[src/rtl/isa_pkg.sv]
package isa_pkg;
  localparam int STAT_W  = 4;
  localparam int TST_W   = 5;
  localparam int B_RXALN = 0;
  localparam int B_TXALN = 1;
  localparam int B_TST   = 2;
  localparam int B_SYS   = 3;
endpackage

[src/rtl/isa_evt_merge.sv]
module isa_evt_merge
  import isa_pkg::*;
#(
  parameter int N_RX = 8,
  parameter int N_TX = 8
) (
  input  logic [N_RX-1:0]   rx_evt,
  input  logic [N_TX-1:0]   tx_evt,
  input  logic [TST_W-1:0]  tst_evt,
  input  logic              sys_err,
  output logic [STAT_W-1:0] evt
);
  always_comb begin
    evt          = '0;
    evt[B_RXALN] = |rx_evt;
    evt[B_TXALN] = |tx_evt;
    evt[B_TST]   = |tst_evt;
    evt[B_SYS]   = sys_err;
  end
endmodule

[src/rtl/isa_sticky.sv]
module isa_sticky #(
  parameter int W = 4
) (
  input  logic         clk,
  input  logic         rst,
  input  logic [W-1:0] set,
  input  logic         clr,
  output logic [W-1:0] q
);
  for (genvar i = 0; i < W; i++) begin : g_bit
    always_ff @(posedge clk) begin
      if (rst) q[i] <= 1'b0;
      else     q[i] <= set[i] | (q[i] & ~clr);
    end
  end
endmodule

[src/rtl/isa_irq_out.sv]
module isa_irq_out #(
  parameter int W = 4
) (
  input  logic         clk,
  input  logic         rst,
  input  logic [W-1:0] status,
  input  logic [W-1:0] mask,
  input  logic         cfg_mode,
  output logic         host_irq_n,
  output logic         local_irq_n
);
  logic pend;
  assign pend = |(status & mask);

  always_ff @(posedge clk) begin
    if (rst) begin
      host_irq_n  <= 1'b1;
      local_irq_n <= 1'b1;
    end else begin
      host_irq_n  <= ~pend;
      local_irq_n <= ~(pend & cfg_mode);
    end
  end
endmodule

[src/rtl/intr_status_agg.sv]
module intr_status_agg
  import isa_pkg::*;
#(
  parameter int                N_RX      = 8,
  parameter int                N_TX      = 8,
  parameter int                ADDR_W    = 8,
  parameter int                DATA_W    = 16,
  parameter logic [ADDR_W-1:0] STAT_OFFS = 'h20,
  parameter logic [ADDR_W-1:0] MASK_OFFS = 'h24
) (
  input  logic              clk,
  input  logic              rst,
  input  logic [N_RX-1:0]   rx_align_evt,
  input  logic [N_TX-1:0]   tx_align_evt,
  input  logic [TST_W-1:0]  tst_evt,
  input  logic              sys_err,
  input  logic              cfg_mode,
  input  logic              reg_rd,
  input  logic              reg_wr,
  input  logic [ADDR_W-1:0] reg_addr,
  input  logic [DATA_W-1:0] reg_wdata,
  output logic [DATA_W-1:0] reg_rdata,
  output logic              host_irq_n,
  output logic              local_irq_n
);
  localparam int PAD_W = DATA_W - STAT_W;

  logic [STAT_W-1:0] evt;
  logic [STAT_W-1:0] status_q;
  logic [STAT_W-1:0] mask_q;
  logic              rd_stat;
  logic              rd_mask;
  logic              wr_mask;
  logic              unused_wdata_hi;

  assign rd_stat         = reg_rd && (reg_addr == STAT_OFFS);
  assign rd_mask         = reg_rd && (reg_addr == MASK_OFFS);
  assign wr_mask         = reg_wr && (reg_addr == MASK_OFFS);
  assign unused_wdata_hi = ^reg_wdata[DATA_W-1:STAT_W];

  isa_evt_merge #(.N_RX(N_RX), .N_TX(N_TX)) u_merge (
    .rx_evt  (rx_align_evt),
    .tx_evt  (tx_align_evt),
    .tst_evt (tst_evt),
    .sys_err (sys_err),
    .evt     (evt)
  );

  isa_sticky #(.W(STAT_W)) u_status (
    .clk (clk),
    .rst (rst),
    .set (evt),
    .clr (rd_stat),
    .q   (status_q)
  );

  always_ff @(posedge clk) begin
    if (rst)          mask_q <= '0;
    else if (wr_mask) mask_q <= reg_wdata[STAT_W-1:0];
  end

  always_ff @(posedge clk) begin
    if (rst)          reg_rdata <= '0;
    else if (rd_stat) reg_rdata <= {{PAD_W{1'b0}}, status_q};
    else if (rd_mask) reg_rdata <= {{PAD_W{1'b0}}, mask_q};
    else              reg_rdata <= '0;
  end

  isa_irq_out #(.W(STAT_W)) u_irq (
    .clk         (clk),
    .rst         (rst),
    .status      (status_q),
    .mask        (mask_q),
    .cfg_mode    (cfg_mode),
    .host_irq_n  (host_irq_n),
    .local_irq_n (local_irq_n)
  );
endmodule

[config.mk]
export PLATFORM = sky130hd
export DESIGN_NAME = intr_status_agg
export DESIGN_NICKNAME = d
export VERILOG_FILES = /design/src/rtl/isa_pkg.sv /design/src/rtl/isa_evt_merge.sv /design/src/rtl/isa_sticky.sv /design/src/rtl/isa_irq_out.sv /design/src/rtl/intr_status_agg.sv
export SDC_FILE = /design/constraint.sdc
export NUM_CORES = 1
export LEC_CHECK = 0
export ABC_AREA = 1
export BUFFER_PORTS_ARGS = -buffer_cell sky130_fd_sc_hd__buf_4
export CAP_MARGIN = 25
export CORE_UTILIZATION = 39
export DETAILED_ROUTE_END_ITERATION = 6
export MAX_ROUTING_LAYER = met4
export PLACE_DENSITY = 0.83
export SLEW_MARGIN = 30
export SYNTH_ARGS = -nofsm -noshare
export SYNTH_HDL_FRONTEND = slang
export SYNTH_SLANG_ARGS = --single-unit
[constraint.sdc]
create_clock -name clk -period 1.2 [get_ports clk]
set_input_delay 0.24 -clock clk [delete_from_list [all_inputs] [get_ports clk]]
set_output_delay 0.24 -clock clk [all_outputs]
set_load 0.01 [all_outputs]
# Yosys cells after proc, flatten, opt, wreduce, memory -nomap -nowiden
# Index checks and enable logic that the tools add are counted.
dict set report totals {
  regBits 26
  latch_bits 0
  ramBits 0
  mem_bits_ro 0
  in_bits 51
  output_inout_bits 18
  n_memories 0
}
dict set report op_classes {
  addsub 0
  multipliers 0
  n_div 0
  n_lt_le_gt_ge 0
  eq_ne 2
  shifts 0
  muxes 2
  bitwise_logic 13
  n_reduce_logical 8
}
# operator count
set ops {}
lappend ops {{== test 8 x 6 -> 1 bit, second input constant} 2}
lappend ops {{OR reduction 8 bit} 2}
lappend ops {{two-way mux 4 bit} 2}
lappend ops {{AND 1 bit} 5}
lappend ops {{OR reduction 5 bit} 1}
lappend ops {{AND 4 bit} 1}
lappend ops {{bitwise OR 1 bit} 4}
lappend ops {{OR reduction 4 bit} 1}
lappend ops {{logical AND 1 bit} 3}
lappend ops {{inverter 1 bit} 3}
lappend ops {{OR reduction 2 bit} 1}

# Depth between registers and ports, before layout
# Gate-level depths: netlist of the first run.
dict set report logic_depth {
  word_depth 5
  mapped_depth 7
}

# Cells and area by module
# A second synthesis of the first run with hierarchy kept.
dict set report hier_totals {
  hier_cells 138
  hier_area_um2 903.4
}
# mod instances cells_per_inst area_per_inst_um2
set modules_own_cells {}
lappend modules_own_cells {intr_status_agg 1 73 543.0}
lappend modules_own_cells {isa_sticky 1 17 133.9}
lappend modules_own_cells {isa_evt_merge 1 34 132.6}
lappend modules_own_cells {isa_irq_out 1 14 93.8}

# Least setup slack after synthesis of the first run
# OpenSTA, ideal clock, no wires.
dict set report synth_path {
  path_type {input-to-reg}
  start {input port reg_addr[6]}
  end {register reg_rdata[0]}
  arrival_time_ps 763
  t_required_ps 1086
  setup_slack_ps 323
  stages 6
  path_cell_list {nor2_2 -> nand3_2 -> nor2_4 -> nand2_1 -> nand2_1 -> nor2_1}
}
dict set report synth_via {
  elab_chain_len 4
  word_cells_on_any_way 6
}
# element line
set synth_rtl {}
lappend synth_rtl {{from (decl)} intr_status_agg.sv:20} ;# input logic [ADDR_W-1:0] reg_addr,
lappend synth_rtl {{== test 8 x 6 -> 1 bit} intr_status_agg.sv:37} ;# assign rd_mask = reg_rd && (reg_addr == MASK_OFFS);
lappend synth_rtl {{logical AND 1 bit} intr_status_agg.sv:37}
lappend synth_rtl {{two-way mux 4 bit} intr_status_agg.sv:65} ;# else if (rd_mask) reg_rdata <= {{PAD_W{1'b0}}, mask_q};
lappend synth_rtl {{two-way mux 4 bit *} intr_status_agg.sv:64} ;# else if (rd_stat) reg_rdata <= {{PAD_W{1'b0}}, status_q};
lappend synth_rtl {{to (signal assigned)} intr_status_agg.sv:64}
lappend synth_rtl {{to (signal assigned)} intr_status_agg.sv:65}
lappend synth_rtl {{to (decl)} intr_status_agg.sv:22} ;# output logic [DATA_W-1:0] reg_rdata,
# Every way passes the cells marked *; elsewhere a longest branch is shown, timed or not.
# A chain may end at the register's enable or synchronous reset.

# Worst setup path after layout of the first run
dict set report layout_path {
  start {register u_irq.host_irq_n}
  end {output port host_irq_n}
}
# element line
set layout_lines {}
lappend layout_lines {{from (decl)} isa_irq_out.sv:9} ;# output logic host_irq_n,
lappend layout_lines {{from (signal assigned)} isa_irq_out.sv:20} ;# host_irq_n <= ~pend;
lappend layout_lines {{to (decl)} intr_status_agg.sv:23} ;# output logic host_irq_n,
# No word-level cell between the ends.

==> results of run 1 <==
[metal layers]
| metal | vias up | part of all wire | global-route usage |
|---|---|---|---|
| li1 | 419 | - | - |
| met1 | 350 | 0.38 | 0.184 |
| met2 | 35 | 0.53 | 0.328 |
| met3 | 2 | 0.080 | 0.0471 |
| met4 | 0 | 0.011 | 0.0686 |
| met5 | - | 0 | - |
[area by class of cell]
type,count,area (um2)
well taps,25,31.3
fillers,192,674
multi-input cells,87,415
repair buffers,44,330
inverters,9,33.8
clock buffers,4,36.3
flip-flops and latches,14,280
[sequential cells by signal (all words and copies together) (netlist names)]
signal	cells
reg_rdata	4
mask_q	4
u_status.q	4
u_irq.local_irq_n	1
u_irq.host_irq_n	1
[through the flow]
stage,std cells,instance area [um2]
finish,183,1130
global route,183,1130
CTS,183,1130
detailed placement,179,1090
global placement,179,1090
floorplan,122,820
[power by group through the flow]
stage	sequential, mW	combinational, mW	clock, mW
detailed placement	0.490	0.174	0
finish	0.479	0.174	0.327
CTS	0.479	0.175	0.340
global placement	0.490	0.168	0
floorplan	0.488	0.0907	0
global route	0.480	0.195	0.357
[cells in the final DEF (no fill, tap or decap)]
cell type,synthesis,routed
nand3_4,1,1
a21oi_1,8,8
nand4_1,1,1
nor3_1,6,6
nand2_1,25,25
nand3b_1,1,1
o21ai_0,4,4
dfxtp_1,14,14
inv_1,8,8
nand3_1,1,1
and2_0,1,1
conb_1,1,12
clkbuf_8,0,1
nor2_2,3,3
nand3_2,2,2
nor2_4,3,3
inv_2,1,1
clkbuf_4,0,3
buf_4,12,44
nor2_1,19,19
[cells by family after synthesis]
| kind of cell | synth area share |
|---|---|
| simple gates | 0.399 |
| buf+inv | 0.159 |
| flops | 0.360 |
| other cells | 0.00482 |
| compound gates | 0.0772 |
[path summary, 6_finish.rpt]
kind / start / to / slack, ns
max: u_irq.host_irq_n$_SDFF_PP1_ / host_irq_n / 0.25
min: cfg_mode / u_irq.local_irq_n$_SDFF_PP1_ / 0.14
max reg2reg: u_status.q[1]$_SDFF_PP0_ / u_irq.local_irq_n$_SDFF_PP1_ / 0.45
min reg2reg: u_status.q[0]$_SDFF_PP0_ / u_status.q[0]$_SDFF_PP0_ / 0.48
==> flow_summary.json, run 1 <==
{
  "status": "complete, no violations",
  "nets": 210,
  "path_buf_inv": 1,
  "grt_pass1_vias": 689,
  "gr-usage-all-layers": 0.181,
  "clkTransAtPathRegs_ns": 0.08,
  "ios": 69,
  "postCtsSetupBuffers": 0,
  "dp_hpwl_um": 1480,
  "clock_path_buffers": 2,
  "arrival_ns": 0.71,
  "post_drt_wl_per_cell_um": 9.41,
  "postLayoutCoreUtil": 0.626,
  "setup_viol": 0,
  "fp-row-count": 15,
  "insertion_delay_ns": 0.27,
  "syn_area_um2": 778,
  "cts_max_level": 1,
  "reg2regPathDepth": 3,
  "drv_slew": 0,
  "first_pass_iters": 4,
  "syn_avg_cell_area_um2": 7.01,
  "portBuffers": 44,
  "holdWs_ns": 0.144,
  "dp_worst_setup_slack_ns": 0.0906,
  "grt_max_degree": 9,
  "grt_overflow_total": 0,
  "antenna_cells": 0,
  "worstHoldPathCells": 2,
  "vias_per_cell": 4.40,
  "cp-start-kind": "flop",
  "crit_type": "flop to output port",
  "yosysMostFrequentCell": "nand2_1",
  "p_comb_frac": 0.178,
  "synthTopCellsByCount": "25 x nand2_1, 19 x nor2_1, 14 x dfxtp_1",
  "clockRootBuffer": "clkbuf_4",
  "power.density_nw_per_um2": 870,
  "routed_wl_um": 1720,
  "antenna_found_initial": 0,
  "finalPower_mw": 0.981,
  "clock.fmax_mhz": 1050,
  "fin_skew_ns": 0.000907,
  "hold_buffers": 0,
  "timing.critical_path.slowest_stage_cell": "dfxtp_1",
  "synth_edf_count": 0,
  "yosys-top-cells-area": "dfxtp_1 36%, nand2_1 12%, buf_4 12%, nor2_1 9.2%, a21oi_1 5.1%",
  "crit_chain": "buf_4",
  "ir_drop_mv": 0.583,
  "period_share": 0.796,
  "drt_iter0_markers": 8,
  "path_max_fanout": 1,
  "synthCells": 111,
  "cts_tree": "done",
  "min_path_type": "input port to flop",
  "synth_warnings": 0,
  "die_h_um": 46.7,
  "fin_tns_setup_ns": 0,
  "pwr-share-seq": 0.489,
  "fin_crit_ns": 0.955,
  "drive_gt1_frac": 0.367,
  "die_w_um": 46.7,
  "async_reset_ff_frac": 0,
  "seq_area_frac_synth": 0.360,
  "fin_ws_ns": 0.245,
  "ant_nets": 0,
  "cts-buffers-inserted": 3,
  "cp_top_family": "flip-flops",
  "clkSinkCount": 14,
  "slowest_delay_ns": 0.31,
  "core_area_um2": 1800,
  "gp_congestion": 0.766,
  "drc": 0,
  "grt_pass1_wl_um": 2660,
  "p_int_mw": 0.756,
  "initial_utilization": 0.432,
  "rsz0062_at_grt": "no",
  "swShare": 0.230,
  "die_area_um2": 2180,
  "clockPowerShare": 0.334,
  "syn_to_final_growth_pct": 44.9,
  "switching_power_mw": 0.225,
  "synth.distinct_cells": 18,
  "cts_resized": 0,
  "synth_top_area_share": 0.360,
  "cp.depth": 1,
  "num_vias": 806,
  "required_ns": 0.96,
  "worstSetupEndpointType": "output port",
  "synth_ff_type": "dfxtp_1",
  "finalHoldViolCount": 0,
  "yosysTopAreaCell": "dfxtp_1",
  "leakage_nw": 0.547,
  "synth-seq-cells": 14,
  "cap_violations": 0
}
Note: power is estimated with default switching activity, not from simulation.
==> run 2, diff against run 1 <==
ABC_AREA = 0   (was 1)
CORE_UTILIZATION = 35   (was 39)
PLACE_DENSITY = 0.79   (was 0.83)
clock period = 0.9 ns   (was 1.2 ns; I/O delays follow)
==> flow_summary.json, run 2 <==
{
  "power.density_nw_per_um2": 1210,
  "yosysMostFrequentCell": "dfxtp_1",
  "clock.fmax_mhz": 1070,
  "synth.distinct_cells": 23,
  "vias_per_cell": 4.47,
  "status": "finished, violations left",
  "fin_skew_ns": 0.00542,
  "grt_pass1_wl_um": 2620,
  "crit_chain": "buf_6, nor4b_4, and4_4, mux2i_1",
  "layout_common_cells": "37 x buf_4, 12 x conb_1, 10 x nand2_1",
  "antenna_cells": 0,
  "violations": "negative setup slack",
  "use_met2": 0.358,
  "period_share": 1.04,
  "synth_edf_count": 0,
  "nets": 173,
  "synthCells": 75,
  "portBuffers": 44,
  "worstHoldPathCells": 2,
  "nFillCells": 159,
  "cts-buffers-inserted": 3,
  "initial_utilization": 0.387,
  "drt_iter0_markers": 6,
  "first_pass_iters": 3,
  "gr-usage-all-layers": 0.187,
  "drive_gt1_frac": 0.488,
  "clkSinkCount": 14,
  "crit_type": "input port to flop",
  "async_reset_ff_frac": 0,
  "core_area_um2": 1800,
  "syn_to_final_growth_pct": 56.9,
  "use_met3": 0.0784,
  "fin_crit_ns": 0.937,
  "path_max_fanout": 4,
  "grt_overflow_total": 0,
  "grt_pass1_vias": 630,
  "syn_avg_cell_area_um2": 9.29,
  "drc": 0,
  "insertion_delay_ns": 0.28,
  "postCtsSetupBuffers": 0,
  "die_area_um2": 2170,
  "busiest_layer": "met2",
  "clkTransAtPathRegs_ns": 0.08,
  "ir_drop_mv": 0.737,
  "routed_wl_um": 1740,
  "synthTopCellsByCount": "14 x dfxtp_1, 12 x buf_4, 10 x nand2_1",
  "min_path_type": "input port to flop",
  "yosys-top-cells-area": "dfxtp_1 40%, buf_4 13%, mux2i_1 11%, nand2_1 5.4%, nor4_1 3.6%",
  "leakage_nw": 0.518,
  "post_drt_wl_per_cell_um": 11.9,
  "grt_max_degree": 11,
  "arrival_ns": 1.15,
  "synth_top_area_share": 0.402,
  "timing.critical_path.slowest_stage_cell": "nor4b_4",
  "ant_nets": 0,
  "finalPower_mw": 1.33,
  "cts_tree": "done",
  "placed_area_um2": 1020,
  "required_ns": 1.11,
  "ios": 69,
  "use_met1": 0.150,
  "reg2regPathDepth": 3,
  "reg.largest.list": "mask_q: 4 flops, reg_rdata: 4 flops, u_status.q: 4 flops",
  "slowest_delay_ns": 0.34,
  "synth_warnings": 0,
  "seq_area_frac_synth": 0.402,
  "hold_buffers": 0,
  "cap_violations": 0,
  "fp-row-count": 15,
  "synth-seq-cells": 14,
  "clock_path_buffers": 2,
  "synth_ff_type": "dfxtp_1",
  "final_common_cell": "buf_4",
  "die_w_um": 46.6,
  "gp_congestion": 0.833,
  "cp-start-kind": "input port",
  "worstSetupEndpointType": "flop",
  "die_h_um": 46.6,
  "clockRootBuffer": "clkbuf_4",
  "finalHoldViolCount": 0,
  "yosysTopAreaCell": "dfxtp_1",
  "fin_ws_ns": -0.0372,
  "cts_max_level": 1,
  "drv_slew": 0,
  "syn_area_um2": 697,
  "antenna_found_initial": 0,
  "num_vias": 652,
  "setup_viol": 7,
  "rsz0062_at_grt": "yes",
  "fin_area_um2": 1090
}
==> run 2: changes by cell type after synthesis, moves of 2 or more <==
cell     previous run  this run
nor4_1              0         4
nand3_2             2         0
a22oi_1             0         2
nor2_1             19         5
a21o_1              0         2
inv_1               8         2
nand2_1            25        10
nor3_1              6         1
a21oi_1             8         2
o21ai_0             4         0
nor2_2              3         0
mux2i_1             0         8
nor2_4              3         0
==> run 2: worst paths after layout <==
check                      startpoint                      endpoint  slack [ns]
max                       reg_addr[0]        mask_q[0]$_SDFFE_PP0P_       -0.04
min                          cfg_mode  u_irq.local_irq_n$_SDFF_PP1_        0.06
max reg2reg  u_status.q[1]$_SDFF_PP0_  u_irq.local_irq_n$_SDFF_PP1_        0.14
min reg2reg  u_status.q[0]$_SDFF_PP0_      u_status.q[0]$_SDFF_PP0_        0.49
==> run 2: logic make-up (layout without fill, tap and decap cells) <==
family	Yosys count	in the layout	share of synthesized area
and+or+nand+nor	26	26	0.217
muxes	8	8	0.115
other	1	12	0.00538
buffers and inverters	17	52	0.169
AOI/OAI and AO/OA	9	9	0.0916
DFF	14	14	0.402
==> run 2: power breakdown <==
| part | switching [mW] | leakage, nW | internal, mW |
|---|---|---|---|
| clock | 0.200 | 0.0210 | 0.246 |
| sequential | 0.0107 | 0.115 | 0.633 |
| combinational | 0.0899 | 0.382 | 0.148 |
| total | 0.300 | 0.518 | 1.03 |
==> run 2: per-stage QoR <==
step	hold slack (ns)	util	TNS, ns	std cells	setup slack (ns)
after floorplan	0.252	-	-0.615	86	-0.122
after global placement	0.365	0.565	-2.60	142	-0.338
after detailed placement	0.367	0.565	-3.10	142	-0.409
after CTS	0.0598	0.603	-0.0163	146	-0.00679
after global routing	0.0515	0.607	-0.392	146	-0.0514
final	0.0577	0.607	-0.166	146	-0.0372
==> run 2: area by class of cell <==
class	instances	area [um2]	share of cell area
repair buffers	46	388	0.355
multi-input cells	55	343	0.314
flip-flops and latches	14	288	0.263
clock buffers	4	36.3	0.0332
well taps	25	31.3	0.0286
inverters	2	7.51	0.00686
==> run 2: per-layer routing <==
| layer | part of all wire | up-vias |
|---|---|---|
| met2 | 0.57 | 31 |
| li1 | - | 330 |
| met4 | 0.012 | 0 |
| met1 | 0.35 | 287 |
| met5 | 0 | - |
| met3 | 0.074 | 4 |
==> run 2: repair_timing <==
item,CTS,global route
hold endpoints to repair,0,0
gates resized for setup,11,5
pin swaps,2,0
endpoints found under the setup margin,10,13
==> run 2: critical path, delay by kind of cell <==
family / cells / cell delay [ns]
and+or+nand+nor: 2 / 0.67
buffers and inverters: 1 / 0.09
muxes: 1 / 0.20
